==> src/rtl/mbox_pkg.sv <==
package mbox_pkg;

    localparam int NUM_PORTS = 2;
    localparam int PORT_HOST = 0;
    localparam int PORT_IOP  = 1;

    typedef enum logic [1:0] {
        REG_REQ   = 2'd0,
        REG_FLAGS = 2'd1,
        REG_REPLY = 2'd2,
        REG_NONE  = 2'd3
    } reg_sel_e;

endpackage

==> src/rtl/mbox_port_decode.sv <==
module mbox_port_decode
    import mbox_pkg::*;
#(
    parameter int ADDR_W = 16,
    parameter int WIN_W  = 10
) (
    input  logic [ADDR_W-1:0] addr,
    output reg_sel_e          which
);
    localparam int IDX_W = WIN_W - 2;
    localparam logic [ADDR_W-1:0] WIN_MASK = ADDR_W'((1 << WIN_W) - 1);

    logic [IDX_W-1:0] word_idx;

    // word index inside the mirrored window; byte lane bits dropped
    assign word_idx = IDX_W'((addr & WIN_MASK) >> 2);

    always_comb begin
        case (word_idx)
            IDX_W'(0): which = REG_REQ;
            IDX_W'(1): which = REG_FLAGS;
            IDX_W'(2): which = REG_REPLY;
            default:   which = REG_NONE;
        endcase
    end
endmodule

==> src/rtl/mbox_read_mux.sv <==
module mbox_read_mux
    import mbox_pkg::*;
#(
    parameter int DATA_W = 32
) (
    input  reg_sel_e          which,
    input  logic [DATA_W-1:0] req_ptr,
    input  logic [DATA_W-1:0] flags,
    input  logic [DATA_W-1:0] reply_ptr,
    output logic [DATA_W-1:0] rdata
);
    always_comb begin
        case (which)
            REG_REQ:   rdata = req_ptr;
            REG_FLAGS: rdata = flags;
            REG_REPLY: rdata = reply_ptr;
            default:   rdata = '0;
        endcase
    end
endmodule

==> src/rtl/mbox_flags_merge.sv <==
module mbox_flags_merge #(
    parameter int                DATA_W     = 32,
    parameter logic [DATA_W-1:0] IOP_OWNED  = 'h14
) (
    input  logic [DATA_W-1:0] cur,
    input  logic              host_we,
    input  logic [DATA_W-1:0] host_wdata,
    input  logic              iop_we,
    input  logic [DATA_W-1:0] iop_wdata,
    output logic [DATA_W-1:0] nxt
);
    logic [DATA_W-1:0] set_d;
    logic [DATA_W-1:0] clr_d;

    always_comb begin
        set_d = '0;
        clr_d = '0;
        if (host_we) begin
            set_d = set_d | (host_wdata & ~IOP_OWNED);
            clr_d = clr_d | (host_wdata &  IOP_OWNED);
        end
        if (iop_we) begin
            set_d = set_d | (iop_wdata &  IOP_OWNED);
            clr_d = clr_d | (iop_wdata & ~IOP_OWNED);
        end
        // clear first, then set: a set on the same bit wins
        nxt = (cur & ~clr_d) | set_d;
    end
endmodule

==> src/rtl/mbox_ipc_mailbox.sv <==
module mbox_ipc_mailbox
    import mbox_pkg::*;
#(
    parameter int                DATA_W     = 32,
    parameter int                ADDR_W     = 16,
    parameter int                WIN_W      = 10,
    parameter int                REQ_BIT    = 0,
    parameter logic [DATA_W-1:0] REPLY_MASK = 'h14
) (
    input  logic              clk,
    input  logic              rst_n,
    input  logic              h_sel,
    input  logic              h_wr,
    input  logic [ADDR_W-1:0] h_addr,
    input  logic [DATA_W-1:0] h_wdata,
    output logic [DATA_W-1:0] h_rdata,
    input  logic              i_sel,
    input  logic              i_wr,
    input  logic [ADDR_W-1:0] i_addr,
    input  logic [DATA_W-1:0] i_wdata,
    output logic [DATA_W-1:0] i_rdata,
    output logic              irq_to_host,
    output logic              irq_to_iop
);
    typedef struct packed {
        logic [DATA_W-1:0] req;
        logic [DATA_W-1:0] flags;
        logic [DATA_W-1:0] reply;
    } state_t;

    state_t state_d;
    state_t state_q;

    logic [NUM_PORTS-1:0][ADDR_W-1:0] p_addr;
    logic [NUM_PORTS-1:0]             p_we;
    logic [NUM_PORTS-1:0][DATA_W-1:0] p_rdata;
    reg_sel_e                         p_which [NUM_PORTS];

    logic [DATA_W-1:0] flags_nxt;
    logic              host_flags_we;
    logic              iop_flags_we;

    assign p_addr[PORT_HOST] = h_addr;
    assign p_addr[PORT_IOP]  = i_addr;
    assign p_we[PORT_HOST]   = h_sel & h_wr;
    assign p_we[PORT_IOP]    = i_sel & i_wr;

    for (genvar p = 0; p < NUM_PORTS; p++) begin : g_port
        mbox_port_decode #(
            .ADDR_W (ADDR_W),
            .WIN_W  (WIN_W)
        ) u_dec (
            .addr  (p_addr[p]),
            .which (p_which[p])
        );

        mbox_read_mux #(
            .DATA_W (DATA_W)
        ) u_rd (
            .which     (p_which[p]),
            .req_ptr   (state_q.req),
            .flags     (state_q.flags),
            .reply_ptr (state_q.reply),
            .rdata     (p_rdata[p])
        );
    end

    assign h_rdata = p_rdata[PORT_HOST];
    assign i_rdata = p_rdata[PORT_IOP];

    assign host_flags_we = p_we[PORT_HOST] && (p_which[PORT_HOST] == REG_FLAGS);
    assign iop_flags_we  = p_we[PORT_IOP]  && (p_which[PORT_IOP]  == REG_FLAGS);

    mbox_flags_merge #(
        .DATA_W    (DATA_W),
        .IOP_OWNED (REPLY_MASK)
    ) u_merge (
        .cur        (state_q.flags),
        .host_we    (host_flags_we),
        .host_wdata (h_wdata),
        .iop_we     (iop_flags_we),
        .iop_wdata  (i_wdata),
        .nxt        (flags_nxt)
    );

    always_comb begin
        state_d       = state_q;
        state_d.flags = flags_nxt;
        if (p_we[PORT_HOST] && (p_which[PORT_HOST] == REG_REQ)) begin
            state_d.req = h_wdata;
        end
        if (p_we[PORT_IOP] && (p_which[PORT_IOP] == REG_REPLY)) begin
            state_d.reply = i_wdata;
        end
    end

    always_ff @(posedge clk or negedge rst_n) begin
        if (!rst_n) begin
            state_q <= '0;
        end else begin
            state_q <= state_d;
        end
    end

    assign irq_to_iop  = state_q.flags[REQ_BIT];
    assign irq_to_host = |(state_q.flags & REPLY_MASK);

endmodule

==> config.mk <==
export PLATFORM = sky130hd
export DESIGN_NAME = mbox_ipc_mailbox
export DESIGN_NICKNAME = d
export VERILOG_FILES = /design/src/rtl/mbox_pkg.sv /design/src/rtl/mbox_port_decode.sv /design/src/rtl/mbox_read_mux.sv /design/src/rtl/mbox_flags_merge.sv /design/src/rtl/mbox_ipc_mailbox.sv
export SDC_FILE = /design/constraint.sdc
export NUM_CORES = 1
export LEC_CHECK = 0
export ABC_CLOCK_PERIOD_IN_PS = 3300
export BUFFER_PORTS_ARGS = -buffer_cell sky130_fd_sc_hd__buf_2
export CAP_MARGIN = 15
export CORE_MARGIN = 1
export CORE_UTILIZATION = 57
export CTS_CLUSTER_DIAMETER = 50
export DETAILED_ROUTE_END_ITERATION = 8
export PLACE_DENSITY = 0.89
export SLEW_MARGIN = 20
export SYNTH_ARGS = -nofsm -noshare
export SYNTH_HDL_FRONTEND = slang
export SYNTH_SLANG_ARGS = --single-unit
==> constraint.sdc <==
create_clock -name clk -period 3.3 [get_ports clk]
set_input_delay 0.66 -clock clk [delete_from_list [all_inputs] [get_ports clk]]
set_output_delay 0.66 -clock clk [all_outputs]
set_load 0.02 [all_outputs]
==> results of run 1 <==
worst paths after layout:
kind,startpoint,end,slack (ns),cells after the start
min,rst_n,state_q[3],0.29,1
max,i_addr[5],i_rdata[30],0.28,5
min in group clk,state_q[70],state_q[70],0.52,1
min reg2reg,state_q[70],state_q[70],0.52,1
max in group asynchronous,rst_n,state_q[86],2.31,2
max reg2reg,state_q[34],state_q[34],2.43,3
cells in the mapped netlist, drive strengths merged:
cell and n:
a41oi 2, or4 32, and3b 1, and3 1, nor2 66, and4b 2, nand2 3, mux2 64
nand2b 2, nor4 1, inv 32, nor2b 2, a2bb2oi 64, dfrtp 96, a31o 2, buf 11
a22o 30, nand4bb 1, mux2i 64, clkbuf 40, or2 2
stage by stage:
stage,util,instance area [um2],instances
4_1_cts,0.703,6840,786
3_3_place_gp,0.678,6600,771
6_report,0.703,6840,787
2_1_floorplan,-,5700,518
5_1_grt,0.703,6840,786
3_5_place_dp,0.678,6600,771
power groups by stage:
stage                     sequential [mW]  clock (mW)  combinational, mW
after global placement               1.25           0              0.298
after global routing                 1.24       0.979              0.332
after detailed placement             1.26           0              0.307
after CTS                            1.23       0.934              0.310
final                                1.23       0.930              0.314
after floorplan                      1.25           0              0.162
registers in the layout, summed over array words and instances (netlist names):
signal and count:
state_q 95, irq_to_iop 1
placed cells by master (no fill, tap or decap), types with 2 or more instances in the layout:
master	n
a41oi_1	2
clkbuf_1	2
or4_4	2
clkbuf_8	10
nand2_1	3
a2bb2oi_1	64
buf_2	150
mux2i_1	64
or2_2	2
a31o_2	2
bufinv_16	3
nand2b_1	2
dfrtp_1	96
buf_4	16
or4_1	30
mux2_2	33
nor2_1	66
mux2_4	30
buf_12	5
inv_1	32
a22o_1	30
critical path: stages:
cell    delay (ns)
buf_2         0.10
or4_4         0.53
or2_2         0.61
nor2_1        0.25
buf_2         0.19
cells by family (layout without fill, tap and decap cells):
family	after synthesis	after routing	share of synthesized area
mux	128	128	0.258
compound gates	98	98	0.151
other cells	0	1	0
simple gates	113	113	0.105
buf+inv	83	218	0.0652
flops	96	96	0.421
layout make-up:
cell class	count	area (um2)
antenna	1	2.50
clock buffer	12	145
clock inverter	3	90.1
fill	743	2890
inverter	32	120
multi-input combinational	339	2940
sequential	96	2400
tap	133	166
timing repair buffer	171	971
routing by layer:
layer  global-route usage  vias to the layer above  wire length (um)
li1                     -                     2164                 -
met1                0.421                     2485              6770
met2                0.550                      306              8290
met3               0.0575                       49              1490
met4                0.187                        0               425
met5                    0                        -                 0
==> results by group, run 1 <==
Status
  • Status: completed

Placement
  • DP Worst Slack: 0.286 ns
  • Post-DP HPWL: roughly 11 mm
  • PortBufs: approximately 150
  • Final Wtd Congestion: 0.857

CTS
  • CTS Hold Bufs: 0
  • Post-CTS Resized: 0
  • Setup repair bufs after CTS: 0
  • Clk_lat worst skew: approximately 0.36 ns
  • Root buffer cell: clkbuf_8
  • Clock Path Buffers: 2
  • Clock transition at path regs: 0.09 ns
  • H-tree depth: 3
  • CTS buffer count: 9
  • Clock sinks: 96
  • CTS tree: yes

Detailed routing
  • Vias/cell: 6.36
  • Final ANT Viol Nets: 0
  • DR vias: roughly 5,000
  • DRC Markers: 0
  • Total Wirelength: ~17 mm
  • Router iterations before antenna repair: 7
  • Routed len/inst: approximately 22 um
  • Initial drt markers: 310

Synthesis
  • Area leader, netlist: dfrtp_1
  • Synth Cell Area: ~5700 um2
  • Top-area cell type share of the netlist area: 0.421
  • Yosys reg bits: 96
  • Leading post-synthesis cells by cell area: dfrtp_1 42%, mux2i_1 11%, a2bb2oi_1 9.8%
  • Synth cell types: 27
  • Mapped Avg Cell Area: about 11 um2
  • Register area share after synthesis: 0.421
  • Cell count after synthesis: a little over 500
  • Ys Warns: 0
  • Post-Syn Nets: 620

Timing
  • Slew headroom: 0.492
  • Final hold slack: approximately 0.29 ns
  • Final hold violations: 0
  • Fmax: roughly 0.33 GHz
  • Tmin final: about 3 ns
  • Setup ws final: approximately 0.28 ns
  • Layout Skew: 0 ns
  • RSZ-0062 raised after global routing: no
  • Setup_tns: 0 ns
  • Max-slew violations: 0
  • Final period utilization: 0.916
  • Final-report setup violation count: 0
  • Worst Tran Pin Value: approximately 0.76 ns

GRT
  • Largest net degree at the start of global routing: between 50 and 60
  • All-Layer GR Usage: 0.335
  • First-pass GRT wire length: approximately 26 mm
  • Number of global-route vias before repair: a little over 5,000
  • GRT overflow: 0
  • Initial antenna violation count: 0

Pwr
  • Clock Power Share: 0.375
  • IR drop worst, VDD: just under 0.3 mV
  • Switching pwr: between 0.6 and 0.7 mW
  • Internal: 1.88 mW
  • PwrDens: 362 nW/um2
  • Seq pwr share: 0.498
  • Net Sw Frac: 0.243
  • Combinational fraction of design power: 0.127
  • Pwr Total: ~2.5 mW
  • Pleak: ~3.6 nW

Floorplan
  • Die outline width: 102 um
  • Core Area: 9730 um2
  • Die area: about 10,000 um2
  • Rows: 36
  • Die Span Y: 102 um
  • IO Count: about 170
  • Initial Utilization: 0.586

Cells and area
  • Nets@finish: approximately 750
  • Area grow syn2layout: 19.9%
  • Share of layout cells above drive strength 1: 0.392

Setup path
  • Endpoint type of the worst setup path: primary output
  • Crit Path Category: primary input to primary output
  • CP startpoint kind: primary input
  • Critical Path RT: 2.64 ns
  • Max FO, Critical Path: 32
  • Arrival time worst endpoint: about 2.4 ns

Hold path
  • Hold Path Class: primary input to asynchronous set/reset pin

Flow run
  • Max_cap viols: 0
No activity file was read; power rests on OpenSTA's default activity.
==> run 2, diff against run 1 <==
--- a/config.mk
+++ b/config.mk
@@ -5,14 +5,14 @@
 export SDC_FILE = /design/constraint.sdc
 export NUM_CORES = 1
 export LEC_CHECK = 0
-export ABC_CLOCK_PERIOD_IN_PS = 3300
+export ABC_CLOCK_PERIOD_IN_PS = 2800
 export BUFFER_PORTS_ARGS = -buffer_cell sky130_fd_sc_hd__buf_2
 export CAP_MARGIN = 15
 export CORE_MARGIN = 1
-export CORE_UTILIZATION = 57
+export CORE_UTILIZATION = 25
 export CTS_CLUSTER_DIAMETER = 50
 export DETAILED_ROUTE_END_ITERATION = 8
-export PLACE_DENSITY = 0.89
+export PLACE_DENSITY = 0.47
 export SLEW_MARGIN = 20
 export SYNTH_ARGS = -nofsm -noshare
 export SYNTH_HDL_FRONTEND = slang
==> constraint.sdc (replaced) <==
create_clock -name clk -period 2.8 [get_ports clk]
set_input_delay 0.56 -clock clk [delete_from_list [all_inputs] [get_ports clk]]
set_output_delay 0.56 -clock clk [all_outputs]
set_load 0.02 [all_outputs]
==> results by group, run 2 (synthesized netlist as in run 1, its figures left out) <==
CTS
  • CTS Hold Bufs: 0 (unchanged)
  • H-tree depth: 3 (unchanged)
  • Post-CTS Resized: 0 (unchanged)
  • Root buffer cell: clkbuf_16 (was clkbuf_8)
  • Clock sinks: 96 (unchanged)
  • Clock transition at path regs: 0.07 ns (was 0.09 ns)
  • Clk_lat worst skew: 0.34 ns (was 0.36 ns)
  • Clock Path Buffers: 2 (unchanged)
  • CTS tree: yes (unchanged)
  • Setup repair bufs after CTS: 0 (unchanged)
  • CTS buffer count: 9 (unchanged)

Floorplan
  • Core Area: 22,100 um2 (was 9730 um2)
  • Rows: 54 (was 36)
  • Die area: 23,400 um2 (was 10,400 um2)
  • Die Span Y: 153 um (was 102 um)
  • IO Count: 168 (unchanged)
  • Initial Utilization: 0.258 (was 0.586)
  • Die outline width: 153 um (was 102 um)

Detailed routing
  • Initial drt markers: 217 (was 310)
  • Final ANT Viol Nets: 0 (unchanged)
  • Router iterations before antenna repair: 4 (was 7)
  • DR vias: 4,803 (was 5,004)
  • Total Wirelength: 20.7 mm (was 17.0 mm)
  • DRC Markers: 0 (unchanged)
  • Routed len/inst: 21.9 um (was 21.6 um)
  • Vias/cell: 5.08 (was 6.36)

Setup path
  • Max FO, Critical Path: 10 (was 32)
  • Crit Path Category: primary input to primary output (unchanged)
  • Most frequent cell on the critical path: buf_2 (unchanged)
  • Max stage delay on crit path: 0.53 ns (was 0.61 ns)
  • Arrival time worst endpoint: 2.15 ns (was 2.36 ns)
  • Critical-path cell list: buf_2, or4_4, or2_2, buf_4, nor2_1, buf_2 (was buf_2, or4_4, or2_2, nor2_1, buf_2)
  • Reg2reg start: state_q[36] (was state_q[34])
  • CP startpoint kind: primary input (unchanged)
  • Slowest cell on crit path: or4_4 (was or2_2)
  • FF-to-FF path depth: 3 (unchanged)
  • Reg-to-reg endpoint: state_q[36] (was state_q[34])
  • Endpoint type of the worst setup path: primary output (unchanged)
  • Critical Path RT: 2.24 ns (was 2.64 ns)
  • R2R setup slack: 1.93 ns (was 2.43 ns)

Timing
  • Final hold violations: 0 (unchanged)
  • RSZ-0062 raised after global routing: no (unchanged)
  • Final-report setup violation count: 0 (unchanged)
  • Layout Skew: 0 ns (unchanged)
  • Tmin final: 2.71 ns
  • Slew headroom: 0.553 (was 0.492)
  • Worst Tran Pin Value: 0.670 ns (was 0.762 ns)
  • Fmax: around 0.37 GHz
  • Setup_tns: 0 ns (unchanged)
  • Max-slew violations: 0 (unchanged)
  • Final period utilization: 0.966

GRT
  • Initial antenna violation count: 2 (was 0)
  • Largest net degree at the start of global routing: 52 (was 56)
  • First-pass GRT wire length: 32.1 mm (was 26.2 mm)
  • Number of global-route vias before repair: 5,344 (was 5,184)
  • GRT overflow: 0 (unchanged)
  • All-Layer GR Usage: 0.181 (was 0.335)

Placement
  • Final Wtd Congestion: 0.790 (was 0.857)
  • PortBufs: 151 (unchanged)
  • Post-DP Area: 6920 um2 (was 6600 um2)
  • Post-DP HPWL: 14.0 mm (was 11.0 mm)

Flow run
  • Max_cap viols: 0 (unchanged)

Pwr
  • Internal: 2.32 mW (was 1.88 mW)
  • Pleak: 3.72 nW (was 3.62 nW)
  • IR drop worst, VDD: 0.279 mV (was 0.295 mV)
  • Combinational fraction of design power: 0.125 (was 0.127)
  • Clock Power Share: 0.408 (was 0.375)
  • Seq pwr share: 0.467 (was 0.498)
  • Switching pwr: 0.792 mW (was 0.602 mW)
  • PwrDens: 431 nW/um2 (was 362 nW/um2)
  • Net Sw Frac: 0.254 (was 0.243)

Cells and area
  • Fin area: 7230 um2 (was 6840 um2)
  • Area grow syn2layout: 26.7% (was 19.9%)
  • Nets@finish: 761 (was 751)
  • Largest register FFs: 95 (unchanged)
  • Commonest non-fill, non-tap cell in the layout: buf_2 (unchanged)
  • Share of layout cells above drive strength 1: 0.408 (was 0.392)
  • Biggest register: state_q (unchanged)
  • Most frequent cells in the layout: 150 x buf_2, 96 x dfrtp_1, 66 x nor2_1 (unchanged)

Status
  • Status: completed (unchanged)

Hold path
  • Hold Path Class: primary input to asynchronous set/reset pin (unchanged)
==> run 2: cell count changes in the layout (fill, tap and decap cells not counted), sizes merged <==
cell / delta
clkinvlp: +1
clkbuf: -1
bufinv: -2
clkinv: +3
diode: +1
buf: +10
==> run 2: per-stage QoR <==
stage          worst slack (ns)   util  total power [mW]  hold WS [ns]  instances
3_5_place_dp             0.0783  0.313              1.87         0.516        928
6_report                 0.0949  0.327              3.11         0.237        946
5_1_grt                  0.0634  0.327              3.23         0.268        944
4_1_cts                  0.0993  0.327              3.16         0.240        944
2_1_floorplan             0.193      -              1.66         0.264        518
3_3_place_gp             0.0802  0.313              1.87         0.493        928
==> run 2: how the worst max path moves through the flow <==
stage / from / endpoint / slack, ns
after floorplan: i_addr[5] / i_rdata[0] / 0.19
after global placement: i_addr[5] / state_q[4] / 0.08
after detailed placement: i_addr[5] / state_q[9] / 0.08
after CTS: i_addr[5] / i_rdata[26] / 0.1
after global routing: i_addr[5] / i_rdata[26] / 0.06
final: i_addr[5] / i_rdata[26] / 0.09
==> run 2: critical path: cells and delay by family <==
kind                   cells  cell delay, ns
buffers and inverters      3            0.51
and+or+nand+nor            3            1.07
==> run 2: power groups by stage <==
stage                     logic, mW  registers, mW  clock network [mW]
after floorplan               0.192           1.47                   0
after global placement        0.390           1.48                   0
after detailed placement      0.395           1.48                   0
after CTS                     0.395           1.45                1.32
after global routing          0.420           1.46                1.35
final                         0.389           1.45                1.27
==> run 2: layout make-up <==
cell class,count,area [um2]
Fill cell,2247,14900
Timing Repair Buffer,181,1100
Antenna cell,2,5.00
Clock buffer,11,243
Clock inverter,5,56.3
Tap cell,280,350
Multi-Input combinational cell,339,2950
Sequential cell,96,2400
Inverter,32,120
==> run 2: per-layer routing <==
metal	up-vias	routed length, um	GRT usage
met2	177	9500	0.296
li1	2182	-	-
met3	23	1180	0.0315
met5	-	0	0
met1	2421	9710	0.243
met4	0	288	0.0524
==> run 3, diff against run 2 <==
--- a/config.mk
+++ b/config.mk
@@ -8,11 +8,13 @@
 export ABC_CLOCK_PERIOD_IN_PS = 2800
 export BUFFER_PORTS_ARGS = -buffer_cell sky130_fd_sc_hd__buf_2
 export CAP_MARGIN = 15
+export CELL_PAD_IN_SITES_DETAIL_PLACEMENT = 0
+export CELL_PAD_IN_SITES_GLOBAL_PLACEMENT = 1
 export CORE_MARGIN = 1
 export CORE_UTILIZATION = 25
 export CTS_CLUSTER_DIAMETER = 50
 export DETAILED_ROUTE_END_ITERATION = 8
-export PLACE_DENSITY = 0.47
+export PLACE_DENSITY = 0.56
 export SLEW_MARGIN = 20
 export SYNTH_ARGS = -nofsm -noshare
 export SYNTH_HDL_FRONTEND = slang
==> results by group, run 3 (synthesized netlist as in run 1, its figures left out) <==
Setup path
  • Arrival time worst endpoint: 2.09 ns (was 2.15 ns)
  • Crit Path Category: primary input to primary output (unchanged)
  • Delay-heaviest family, CP: simple AND/OR/NAND/NOR gates (unchanged)
  • Most frequent cell on the critical path: buf_2 (unchanged)
  • Critical Path RT: 2.24 ns (about the same)
  • Critical-path cell list: buf_2, nor4_1, nand2_2, buf_4, nor2_1, buf_2 (was buf_2, or4_4, or2_2, buf_4, nor2_1, buf_2)
  • Slowest cell on crit path: nor4_1 (was or4_4)
  • CP startpoint kind: primary input (unchanged)
  • Worst path bufs/invs: 3 (unchanged)
  • Max stage delay on crit path: 0.61 ns (was 0.53 ns)
  • Max FO, Critical Path: 19 (was 10)
  • Endpoint type of the worst setup path: primary output (unchanged)

Detailed routing
  • Initial drt markers: 242 (was 217)
  • Final ANT Viol Nets: 0 (unchanged)
  • DR vias: 4,774 (was 4,803)
  • Vias/cell: 5.07 (was 5.08)
  • Routed len/inst: 22.0 um (was 21.9 um)
  • Router iterations before antenna repair: 4 (unchanged)
  • Total Wirelength: 20.7 mm (about the same)
  • DRC Markers: 0 (unchanged)

Placement
  • DP Worst Slack: 0.190 ns (was 0.0783 ns)
  • Placed Cells: 927 (was 928)
  • Final Wtd Congestion: 0.766 (was 0.790)
  • Post-DP Area: 6920 um2 (about the same)
  • Post-DP HPWL: 13.8 mm (was 14.0 mm)
  • PortBufs: 151 (unchanged)

Timing
  • Final hold violations: 0 (unchanged)
  • Worst Tran Pin Value: 0.677 ns (was 0.670 ns)
  • Final-report setup violation count: 0 (unchanged)
  • Fmax: 0.377 GHz (was 0.370 GHz)
  • RSZ-0062 raised after global routing: no (unchanged)
  • Max-slew violations: 0 (unchanged)
  • Setup ws final: 0.149 ns (was 0.0949 ns)
  • Slew headroom: 0.544 (was 0.553)
  • Final period utilization: 0.947 (was 0.966)
  • Tmin final: 2.65 ns (was 2.71 ns)
  • Layout Skew: 0 ns (unchanged)
  • Setup_tns: 0 ns (unchanged)

GRT
  • All-Layer GR Usage: 0.179 (was 0.181)
  • Number of global-route vias before repair: 5,175 (was 5,344)
  • Initial antenna violation count: 1 (was 2)
  • GRT overflow: 0 (unchanged)
  • First-pass GRT wire length: 31.4 mm (was 32.1 mm)
  • Largest net degree at the start of global routing: 55 (was 52)

Floorplan
  • Rows: 54 (unchanged)
  • Initial Utilization: 0.258 (unchanged)
  • Die area: 23,400 um2 (unchanged)
  • Core Area: 22,100 um2 (unchanged)
  • Die Span Y: 153 um (unchanged)
  • Die outline width: 153 um (unchanged)
  • IO Count: 168 (unchanged)

Pwr
  • IR drop worst, VDD: 0.238 mV (was 0.279 mV)
  • Net Sw Frac: 0.249 (was 0.254)
  • Seq pwr share: 0.467 (about the same)
  • Combinational fraction of design power: 0.123 (was 0.125)
  • Internal: 2.34 mW (was 2.32 mW)
  • PwrDens: 432 nW/um2 (was 431 nW/um2)
  • Clock Power Share: 0.411 (was 0.408)
  • Pleak: 3.72 nW (about the same)
  • Switching pwr: 0.777 mW (was 0.792 mW)

Cells and area
  • Antenna cells: 0 (was 2)
  • Final core utilization: 0.327 (about the same)
  • Finished Layout Cells: 942 (was 946)
  • Fin area: 7210 um2 (was 7230 um2)
  • Most frequent cells in the layout: 150 x buf_2, 96 x dfrtp_1, 66 x nor2_1 (unchanged)
  • Largest register FFs: 95 (unchanged)
  • Share of layout cells above drive strength 1: 0.405 (was 0.408)
  • Commonest non-fill, non-tap cell in the layout: buf_2 (unchanged)
  • Area grow syn2layout: 26.5% (was 26.7%)
  • Nets@finish: 760 (was 761)
  • FILL cells: 2,242 (was 2,247)
  • Biggest register: state_q (unchanged)

CTS
  • H-tree depth: 3 (unchanged)
  • Clock sinks: 96 (unchanged)
  • Root buffer cell: clkbuf_16 (unchanged)
  • CTS buffer count: 9 (unchanged)
  • Post-CTS Resized: 0 (unchanged)
  • CTS Hold Bufs: 0 (unchanged)
  • Setup repair bufs after CTS: 0 (unchanged)
  • Clk_lat worst skew: 0.35 ns (was 0.34 ns)
  • Clock transition at path regs: 0.07 ns (about the same)
  • Clock Path Buffers: 2 (unchanged)
  • CTS tree: yes (unchanged)

Status
  • Status: completed (unchanged)

Flow run
  • Max_cap viols: 0 (unchanged)

Hold path
  • Hold Path Class: primary input to asynchronous set/reset pin (unchanged)
[run 3: cell count changes in the layout (fill, tap and decap cells not counted)]
cell	change
buf_4	-1
clkbuf_1	+1
clkbuf_8	+1
clkinv_2	-2
clkinvlp_4	-1
diode_2	-2
[run 3: metrics by stage]
| stage | power, mW | hold WS [ns] |
|---|---|---|
| 2_1_floorplan | 1.66 | 0.264 |
| 3_3_place_gp | 1.86 | 0.496 |
| 3_5_place_dp | 1.87 | 0.502 |
| 4_1_cts | 3.16 | 0.227 |
| 5_1_grt | 3.25 | 0.245 |
| 6_report | 3.12 | 0.204 |
[run 3: path summary, 6_finish.rpt]
check                            start          end  slack, ns  cells past startpoint
hold reg to reg            state_q[70]  state_q[70]       0.52                      1
hold / removal                   rst_n  state_q[51]       0.20                      1
setup reg to reg           state_q[36]  state_q[36]       1.94                      3
min in group clk           h_wdata[27]  state_q[59]       0.45                      2
max in group asynchronous        rst_n  state_q[37]       1.87                      2
setup / recovery             h_addr[7]  h_rdata[31]       0.15                      6
[run 3: power by group through the flow]
stage               Sequential (mW)  Clock (mW)  Combinational [mW]
finish                         1.45        1.28               0.383
global route                   1.46        1.38               0.412
CTS                            1.45        1.31               0.389
detailed placement             1.48           0               0.387
global placement               1.48           0               0.383
floorplan                      1.47           0               0.192
[run 3: routing by layer]
metal  vias to the layer above  track usage  share of wire
met2                       169        0.290           0.46
met4                         2       0.0447          0.011
met5                         -            0        0.00039
li1                       2180            -              -
met1                      2401        0.241           0.47
met3                        22       0.0403          0.051
[run 3: cell type report]
type	count	area (um2)	area share
tap	280	350	0.0486
clock inverter	2	38.8	0.00538
sequential	96	2400	0.333
timing repair buffer	180	1090	0.151
multi-input combinational	339	2950	0.409
inverter	32	120	0.0166
clock buffer	13	260	0.0361
